===== src/rtl/gcall_reset_seq.sv =====
module gcall_reset_seq #(
  parameter int          IDX_W    = 3,
  parameter logic [7:0]  GC_ADDR  = 8'h00,
  parameter logic [7:0]  RST_CODE = 8'h06
) (
  input  logic             clk,
  input  logic             rst_n,
  input  logic             start_i,
  input  logic             rstart_i,
  input  logic             stop_i,
  input  logic             byte_vld_i,
  input  logic [7:0]       byte_i,
  input  logic [IDX_W-1:0] byte_idx_i,
  output logic             ack_en_o,
  output logic             soft_rst_o
);
  typedef enum logic [1:0] {ST_IDLE, ST_ADDR, ST_ARMED, ST_DEAD} st_t;

  st_t st, st_nx;

  wire is_first  = (byte_idx_i == '0);
  wire is_second = (byte_idx_i == IDX_W'(1));
  wire hit_addr  = byte_vld_i && (st == ST_IDLE) && is_first  && (byte_i == GC_ADDR);
  wire hit_code  = byte_vld_i && (st == ST_ADDR) && is_second && (byte_i == RST_CODE);
  wire any_cond  = start_i | rstart_i | stop_i;

  assign ack_en_o = hit_addr | hit_code;

  always_comb begin
    st_nx = st;
    if (any_cond)
      st_nx = ST_IDLE;
    else if (byte_vld_i)
      st_nx = hit_addr ? ST_ADDR : (hit_code ? ST_ARMED : ST_DEAD);
  end

  always_ff @(posedge clk) begin
    if (!rst_n) begin
      st         <= ST_IDLE;
      soft_rst_o <= 1'b0;
    end else begin
      st         <= st_nx;
      soft_rst_o <= stop_i && (st == ST_ARMED);
    end
  end

  // input assumption: one event per cycle
  one_event_chk: assert property (@(posedge clk) disable iff (!rst_n)
    $onehot0({start_i, rstart_i, stop_i, byte_vld_i}));


  ack_needs_byte_chk: assert property (@(posedge clk) disable iff (!rst_n)
    ack_en_o |-> byte_vld_i);


  late_byte_nack_chk: assert property (@(posedge clk) disable iff (!rst_n)
    (byte_vld_i && byte_idx_i > IDX_W'(1)) |-> !ack_en_o);


  rst_after_stop_chk: assert property (@(posedge clk) disable iff (!rst_n)
    $rose(soft_rst_o) |-> $past(stop_i));


  rst_single_chk: assert property (@(posedge clk) disable iff (!rst_n)
    soft_rst_o |=> !soft_rst_o);


  rstart_no_rst_chk: assert property (@(posedge clk) disable iff (!rst_n)
    rstart_i |=> !soft_rst_o);


  start_no_rst_chk: assert property (@(posedge clk) disable iff (!rst_n)
    start_i |=> !soft_rst_o);
endmodule


===== config.mk =====
export PLATFORM = sky130hd
export DESIGN_NAME = gcall_reset_seq
export DESIGN_NICKNAME = d
export VERILOG_FILES = /design/src/rtl/gcall_reset_seq.sv
export SDC_FILE = /design/constraint.sdc
export NUM_CORES = 1
export LEC_CHECK = 0
export ABC_AREA = 1
export BUFFER_PORTS_ARGS = -buffer_cell sky130_fd_sc_hd__clkbuf_2
export CORE_AREA = 10 10 47 49
export CTS_CLUSTER_DIAMETER = 40
export DETAILED_ROUTE_END_ITERATION = 8
export DIE_AREA = 0 0 57 59
export PLACE_DENSITY = 0.43
export SLEW_MARGIN = 20
export SYNTH_ARGS = -nofsm -noshare
export SYNTH_HDL_FRONTEND = slang
export SYNTH_SLANG_ARGS = --single-unit

===== constraint.sdc =====
create_clock -name clk -period 0.8 [get_ports clk]
set_input_delay 0.08 -clock clk [delete_from_list [all_inputs] [get_ports clk]]
set_output_delay 0.08 -clock clk [all_outputs]
set_load 0.05 [all_outputs]

After elaboration in Yosys (flattened, before gate mapping):

Cells that the tools add are included.

* bits in registers: 3
* input port bits: 17
* logic and storage cells: 23

* bitwise operators: 4
* equality and inequality tests: 4
* reduce and logical (&&, ||, !) cells: 11
* multiplexer cells: 2

Operators by type and width (count)
* $eq A8 B3 Y1 const B: 1
* $logic_not A8 Y1: 1
* $logic_and A1 B1 Y1: 7
* $eq A3 B1 Y1 const B: 1
* $logic_not A3 Y1: 1
* $or A1 B1 Y1: 3
* $eq A2 B1 Y1 const B: 1
* $eq A2 B2 Y1 const B: 1
* $logic_not A2 Y1: 1
* $mux W2: 1
* $reduce_or A2 Y1: 1
* $mux W1: 1
* $not A1 Y1: 1

Logic depth before layout (Yosys ltp):

Gate-level depths: netlist of the first run.

* word-level depth: 6
* depth in mapped cells: 6
* depth with buffers taken out: 6

Least setup slack after synthesis of the first run:

Ideal clock, no wire load.

* kind: flip-flop to output port
* start: reg st[0]
* end: out ack_en_o
* cell stages (with the launch flop): 4
* arrival time: 1.010 ns
* path buffers: 0
* path slack: -0.290 ns
* data required time: 0.720 ns
* cell sequence: dfxtp_1 nor4_1 nand3_1 nand2_1

* word-level cells in the longest chain between the ends: 5
* elaborated cells between the ends (all ways): 9

RTL lines
* start: declaration: RTL line 19 `st_t st, st_nx;`
* start signal: assignment: RTL line 42 `st <= st_nx;`
* $eq A2 B1 Y1 or $logic_not A2 Y1 (tied branches): RTL line 24, 23
* $logic_and A1 B1 Y1 (on tied branches) (3 in series): RTL line 24, 23
* $or A1 B1 Y1 *: RTL line 27 `assign ack_en_o = hit_addr | hit_code;`
* end: declaration: RTL line 14 `output logic ack_en_o,`

Mark *: on every way between the ends. The rest lies on a longest branch, timed or not.

Final worst setup path of the first run:

Same ends and word-level chain as after synthesis.

==> results by group, run 1 <==
Critical path
  – CP arrival: ~1.2 ns
  – Crit path largest cell delay: ~0.32 ns
  – Depth of the most critical reg-to-reg path: 8
  – Crit Reg-Reg Startpoint: st[0]$_SDFFE_PP0P_
  – Critical path startpoint category: flop
  – Critical Path Stages: 4
  – Crit-path max FO: 3
  – CP cell instances: nor4_2 -> nand3_1 -> nand2_4 -> buf_12
  – Setup crit start: st[0]$_SDFFE_PP0P_
  – Critical path class: flop to primary output
  – Slowest CP cell: dfxtp_2
  – CP required: roughly 0.72 ns
  – RR Endpoint: st[1]$_SDFFE_PP0P_
  – Critical Path End: ack_en_o
  – CP top delay family: simple AND/OR/NAND/NOR gates
  – Element type at the critical path end: primary output
  – R2R Setup Slk: -0.28 ns
  – CP bufs+invs: 1

Placed design
  – Placer Congestion: 0.760
  – Dpl hpwl: 692 µm
  – Port Buffers: 18
  – Post-DP Area: around 400 µm²

Die
  – Chip height: 59 µm
  – Io pins: 19
  – Std-Cell Rows: 14
  – Die Area: between 0.003 and 0.004 mm²
  – Die X: ~57 µm
  – Initial core utilization: 0.165
  – Core region area: 0.00140 mm²

Drt
  – First-pass DRT Iterations: 2
  – WL final: between 900 and 1000 µm
  – Via density: between 4 and 5
  – WL/cell: around 11 µm
  – Detailed Route Iter0 Violations: 5
  – Antenna-violating nets left: 0
  – Drt drc: 0
  – Via count: 354

Yosys
  – Synth Register Bits: 3
  – Synth area leaders: dfxtp_1 (26%), nand2_1 (18%), nor2_1 (18%)
  – Synth warn: 0
  – Post-Syn Instances: 41
  – Syn Area/Cell: 5.65 µm²
  – Synth area leader: dfxtp_1
  – Post-synth top area share: 0.259
  – Synth unique cells: 14
  – Post-Syn Nets: 58
  – Cell area after synthesis: 231 µm²
  – Seq/Total Area, Yosys: 0.259

Timing
  – Max Freq: 0.812 GHz
  – # setup viols final: 3
  – Tcrit/Tclk final: 1.54
  – RSZ-0062 raised after global routing: true
  – Slew margin rel.: 0.834
  – Final Max Slew Viols: 0
  – Setup ws final: -0.432 ns
  – Clock skew: about 0.0012 ns
  – Worst Max-Slew Pin Slew: 0.247 ns
  – Endpoints failing hold: 0
  – Final min period: between 1 and 1.5 ns

Finish
  – Most frequent cells in the layout: clkbuf_2 (16), nor2_1 (9), nand2_1 (9), buf_4 (4)
  – Fraction of layout cells with a size suffix above 1: 0.614
  – Commonest non-fill, non-tap cell in the layout: clkbuf_2
  – Final Core Density: 0.371
  – ANT cells: 0
  – Final Net Count: 88
  – Area grow syn2layout: 125%
  – Design Area, Final: 520 µm²

GRT
  – Global-route wire length before repair: 1520 µm
  – Gr usage total: 0.0595
  – GRT overflow: 0
  – Largest net degree at the start of global routing: 4
  – Via count of the first global-routing pass: 396
  – Initial antenna violation count: 0

Clock tree
  – Hold Buf Count CTS: 0
  – TritonCTS clock tree: built
  – H-tree Lvls: 1
  – Clk sink count: 3
  – Clock buffer count from CTS: 3
  – Root buf cell: clkbuf_4
  – Reg clk slew, reported paths: 0.04 ns
  – Later-pin clock latency in the skew report: 0.23 ns
  – Maximum clock insertion buffer count: 2

Job
  – Number of max-cap violations: 0

Hold path
  – Worst Min Path Start: stop_i
  – Hold/Removal Path Class: primary input to flop

Power and ir drop
  – Maximum vdd drop: 0.560 mV
  – Pwr Total: 0.000533 W
  – Pleak: 0.240 nW
  – Clock share of power: 0.514
  – Cell Int Power: 0.000397 W
  – Sw Share: 0.256
  – Sw Pwr: 0.000137 W
  – Power per cell area: 1020 mW/mm²
  – Logic gate share of total power: 0.196
  – Sequential share of power: 0.290

Run status
  – Status: complete, but fails checks
  – Failing checks: negative setup slack
[sequential cells by signal (all words and copies together) (netlist names)]
| signal | count |
|---|---|
| st | 2 |
| soft_rst_o | 1 |
[Yosys cell counts]
| library cell | instances |
|---|---|
| nand3b_1 | 1 |
| nor2_1 | 11 |
| nand2_1 | 11 |
| nor3_2 | 1 |
| or2_0 | 1 |
| o21bai_1 | 1 |
| nand4_1 | 1 |
| a21oi_1 | 2 |
| nor3_1 | 2 |
| nand3_1 | 2 |
| nor4_1 | 1 |
| dfxtp_1 | 3 |
| inv_1 | 3 |
| inv_2 | 1 |
[per-stage QoR]
step / std cells / hold WS [ns] / setup WS (ns) / setup TNS (ns)
global route: 86 / 0.0773 / -0.525 / -1.06
floorplan: 41 / 0.198 / -0.146 / -0.149
detailed placement: 81 / 0.304 / -0.306 / -0.615
finish: 86 / 0.0756 / -0.432 / -0.818
global placement: 81 / 0.313 / -0.296 / -0.599
CTS: 91 / 0.0655 / -0.453 / -1.11
[tightest hold or removal path: stages]
cell and delay [ns]:
clkbuf_2 0.09, nand2_1 0.06, nor3_2 0.04
[cell families (layout without fill, tap and decap cells)]
group | Yosys count | count (layout) | share of synthesized area
AO/OA/AOI/OAI | 3 | 3 | 0.0757
buffers and inverters | 4 | 33 | 0.0648
flip-flops | 3 | 3 | 0.259
AND/OR/NAND/NOR | 31 | 31 | 0.600
[area by class of cell]
cell class	instances	area (µm²)
flip-flops and latches	3	63.8
multi-input cells	34	206
repair buffers	25	189
well taps	16	20.0
clock buffers	4	26.3
fillers	156	881
inverters	4	15.0
[layer usage]
layer / GRT usage / vias to the layer above / routed length (µm)
met2: 0.112 / 10 / 501
met5: 0 / - / 0
met3: 0.0258 / 0 / 70
met4: 0.0503 / 0 / 0
met1: 0.0460 / 155 / 339
li1: - / 189 / -
[repair_timing]
action / CTS / global route
resized for setup: 16 / 10
setup buffers: 8 / 3
endpoints found under the setup margin: 4 / 5
pin swaps: 9 / 6
[power groups by stage]
stage	Combinational, W	Sequential, W	Clock, W
final	0.000105	0.000155	0.000274
after global routing	0.000117	0.000155	0.000303
after CTS	0.000106	0.000155	0.000285
after detailed placement	0.0000924	0.000156	0
after global placement	0.0000922	0.000156	0
after floorplan	0.0000304	0.000158	0
[how the worst min path moves through the flow]
stage               depth (start not counted)  slack [ns]                    end
finish                                      3        0.08  soft_rst_o$_SDFF_PN0_
floorplan                                   2        0.20  soft_rst_o$_SDFF_PN0_
global route                                3        0.08  soft_rst_o$_SDFF_PN0_
CTS                                         3        0.07  soft_rst_o$_SDFF_PN0_
global placement                            3        0.31  soft_rst_o$_SDFF_PN0_
detailed placement                          3        0.30  soft_rst_o$_SDFF_PN0_
(Power assumes the default switching activity.)
==> inputs of run 2 (changes only) <==
--- a/config.mk
+++ b/config.mk
@@ -9,6 +9,7 @@
 export BUFFER_PORTS_ARGS = -buffer_cell sky130_fd_sc_hd__clkbuf_2
 export CORE_AREA = 10 10 47 49
 export CTS_CLUSTER_DIAMETER = 40
+export CTS_CLUSTER_SIZE = 20
 export DETAILED_ROUTE_END_ITERATION = 8
 export DIE_AREA = 0 0 57 59
 export PLACE_DENSITY = 0.43
==> constraint.sdc (replaced) <==
create_clock -name clk -period 0.8 [get_ports clk]
set_input_delay 0 -clock clk [delete_from_list [all_inputs] [get_ports clk]]
set_output_delay 0 -clock clk [all_outputs]
set_load 0.05 [all_outputs]
==> run 2 against run 1 <==
The flow still finishes with violations (negative setup slack). Sequential share of layout area grew 1.8 points. Design area shrank 11%. First-iteration DRC count shrank 60%. Clock-buffer cell count is the same. Final cell count is the same. Clock power shrank 5%. Highest routed layer unchanged.
==> results by group, run 2 (synthesis results as in run 1) <==
Drt
  – Detailed Route Iter0 Violations: 2 (-3)
  – Via count: 350 (-1.1%)
  – First-pass DRT Iterations: 2 (unchanged)
  – Drt drc: 0 (unchanged)
  – WL final: 811 µm (-11%)
  – Antenna-violating nets left: 0 (unchanged)
  – Via density: 4.07 (-1.1%)
  – WL/cell: 9.43 µm (-11%)

Finish
  – Largest register by flop count: st
  – Commonest non-fill, non-tap cell in the layout: clkbuf_2
  – FF+latch area: 65.1 µm² (+2.0%)
  – ANT cells: 0 (unchanged)
  – Post-route insts no fill: 86 (unchanged)
  – Area grow syn2layout: 101%
  – Largest regs: st: 2 flops, soft_rst_o: 1 flops
  – Area of the multi-input gates: 175 µm² (-15%)
  – Fraction of layout cells with a size suffix above 1: 0.500 (-0.114)
  – # fillers: 170 (+9.0%)
  – Final Net Count: 88 (unchanged)
  – Max FFs per register: 2 (unchanged)
  – Most frequent cells in the layout: clkbuf_2 (16), nor2_1 (11), nand2_1 (10), buf_4 (6), clkbuf_4 (4)

Die
  – Core region area: 0.00140 mm² (unchanged)
  – Die Area: 0.00336 mm² (unchanged)
  – Initial core utilization: 0.165 (unchanged)
  – Chip height: 59 µm (unchanged)
  – Io pins: 19 (unchanged)
  – Die X: 57 µm (unchanged)
  – Std-Cell Rows: 14 (unchanged)

Critical path
  – Crit Reg-Reg Startpoint: st[1]$_SDFFE_PP0P_
  – CP required: 0.80 ns (+0.08 ns)
  – Slowest CP cell: dfxtp_2
  – Crit path largest cell delay: 0.33 ns (about the same)
  – Depth of the most critical reg-to-reg path: 7 (-1)
  – RR Endpoint: st[1]$_SDFFE_PP0P_
  – CP cell instances: nor4_2 -> nand3_1 -> nand2_4 -> buf_12
  – CP arrival: 1.16 ns (about the same)
  – R2R Setup Slk: -0.17 ns (+0.11 ns)
  – Critical path startpoint category: flop
  – Critical path class: flop to primary output
  – Crit-path max FO: 4 (+1)
  – Element type at the critical path end: primary output

Timing
  – Tcrit/Tclk final: 1.45 (-0.0867)
  – Max Freq: 0.860 GHz (+6.0%)
  – Worst Max-Slew Pin Slew: 0.214 ns (-0.0332 ns)
  – Clock skew: 0.00315 ns (+0.00192 ns)
  – Final Max Slew Viols: 0 (unchanged)
  – Hold WS: 0.0203 ns (-0.0552 ns)
  – Post-route setup TNS: -0.537 ns (+0.281 ns)
  – Slew margin rel.: 0.857 (+0.0223)
  – Final min period: 1.16 ns (-0.0693 ns)
  – Endpoints failing hold: 0 (unchanged)
  – RSZ-0062 raised after global routing: true
  – # setup viols final: 2 (-1)
  – Setup ws final: -0.363 ns (+0.0693 ns)

Hold path
  – Hold/Removal Path Class: primary input to flop
  – WHS Path Cells: 3 (unchanged)
  – Worst Min Path Start: rst_n
  – Hold path endpoint: soft_rst_o$_SDFF_PN0_

Run status
  – Status: complete, but fails checks
  – Failing checks: negative setup slack

GRT
  – Via count of the first global-routing pass: 373 (-5.8%)
  – Initial antenna violation count: 0 (unchanged)
  – Largest net degree at the start of global routing: 5 (+1)
  – Gr usage total: 0.0508 (-0.00864)
  – Global-route wire length before repair: 1350 µm (-11%)
  – GRT overflow: 0 (unchanged)

Clock tree
  – Root buf cell: clkbuf_4
  – Clock buffer count from CTS: 3 (unchanged)
  – Reg clk slew, reported paths: 0.04 ns (about the same)
  – TritonCTS clock tree: built
  – Later-pin clock latency in the skew report: 0.23 ns (about the same)
  – Clk sink count: 3 (unchanged)
  – H-tree Lvls: 1 (unchanged)
  – Maximum clock insertion buffer count: 2 (unchanged)

Power and ir drop
  – Pleak: 0.227 nW (-5.1%)
  – Maximum vdd drop: 0.597 mV (+6.7%)
  – Power per cell area: 1110 mW/mm² (+8.5%)
  – Pwr Total: 0.000516 W (-3.2%)

Placed design
  – Dpl hpwl: 707 µm (+2.2%)
  – Placed cell count: 80 (-1.2%)
  – Port Buffers: 18 (unchanged)
  – DP Worst Slack: -0.162 ns (+0.144 ns)
  – Placer Congestion: 0.751 (-1.1%)

Job
  – Number of max-cap violations: 0 (unchanged)
[run 2: cell types whose count changed in the layout (fill, tap and decap cells not counted), moves of 2 or more]
cell / change
a21oi_1: +2
buf_4: +2
buf_6: -3
dfxtp_2: -2
nor2_1: +2
[run 2: timing repair]
action	CTS	global route
endpoints found under the setup margin	3	4
pin swaps	3	5
resized for setup	3	3
hold buffers	1	0
endpoints found under the hold margin	1	0
buffers inserted	0	2
[run 2: power breakdown]
part	leakage (nW)	switching (W)	internal [W]	total, W
Clock	0.0150	0.0000747	0.000187	0.000261
Sequential	0.0255	0.00000206	0.000150	0.000152
Combinational	0.187	0.0000453	0.0000575	0.000103
Total	0.227	0.000122	0.000394	0.000516
[run 2: routing by layer]
| layer | part of all wire | GRT usage | vias to the layer above |
|---|---|---|---|
| li1 | - | - | 192 |
| met1 | 0.39 | 0.0483 | 148 |
| met2 | 0.53 | 0.0791 | 10 |
| met3 | 0.075 | 0.0236 | 0 |
| met4 | 0 | 0.0503 | 0 |
| met5 | 0 | 0 | - |
[run 2: worst max path at each step]
| stage | start | to | slack, ns | cells past startpoint |
|---|---|---|---|---|
| 3_3_place_gp | st[1]$_SDFFE_PP0P_ | ack_en_o | -0.16 | 4 |
| 4_1_cts | st[0]$_SDFFE_PP0P_ | ack_en_o | -0.37 | 4 |
| 5_1_grt | st[0]$_SDFFE_PP0P_ | ack_en_o | -0.43 | 4 |
| 3_5_place_dp | st[1]$_SDFFE_PP0P_ | ack_en_o | -0.16 | 4 |
| 6_report | st[0]$_SDFFE_PP0P_ | ack_en_o | -0.36 | 4 |
| 2_1_floorplan | st[1]$_SDFFE_PP0P_ | ack_en_o | -0.07 | 3 |
[run 2: final cells by class]
cell class,instances,share of cell area
multi-input combinational,34,0.377
sequential,3,0.140
tap,16,0.0431
timing repair buffer,25,0.350
inverter,4,0.0323
clock buffer,4,0.0566
[run 2: per-stage QoR]
stage	instance area [µm²]	utilization
finish	464	0.331
global route	464	0.331
CTS	449	0.321
detailed placement	403	0.288
global placement	403	0.288
floorplan	240	-
[run 2: worst max-delay path: cells and delay by family (launching register included)]
| kind | cells | cell delay, ns |
|---|---|---|
| simple gates | 3 | 0.47 |
| buf+inv | 1 | 0.13 |
| flops | 1 | 0.33 |
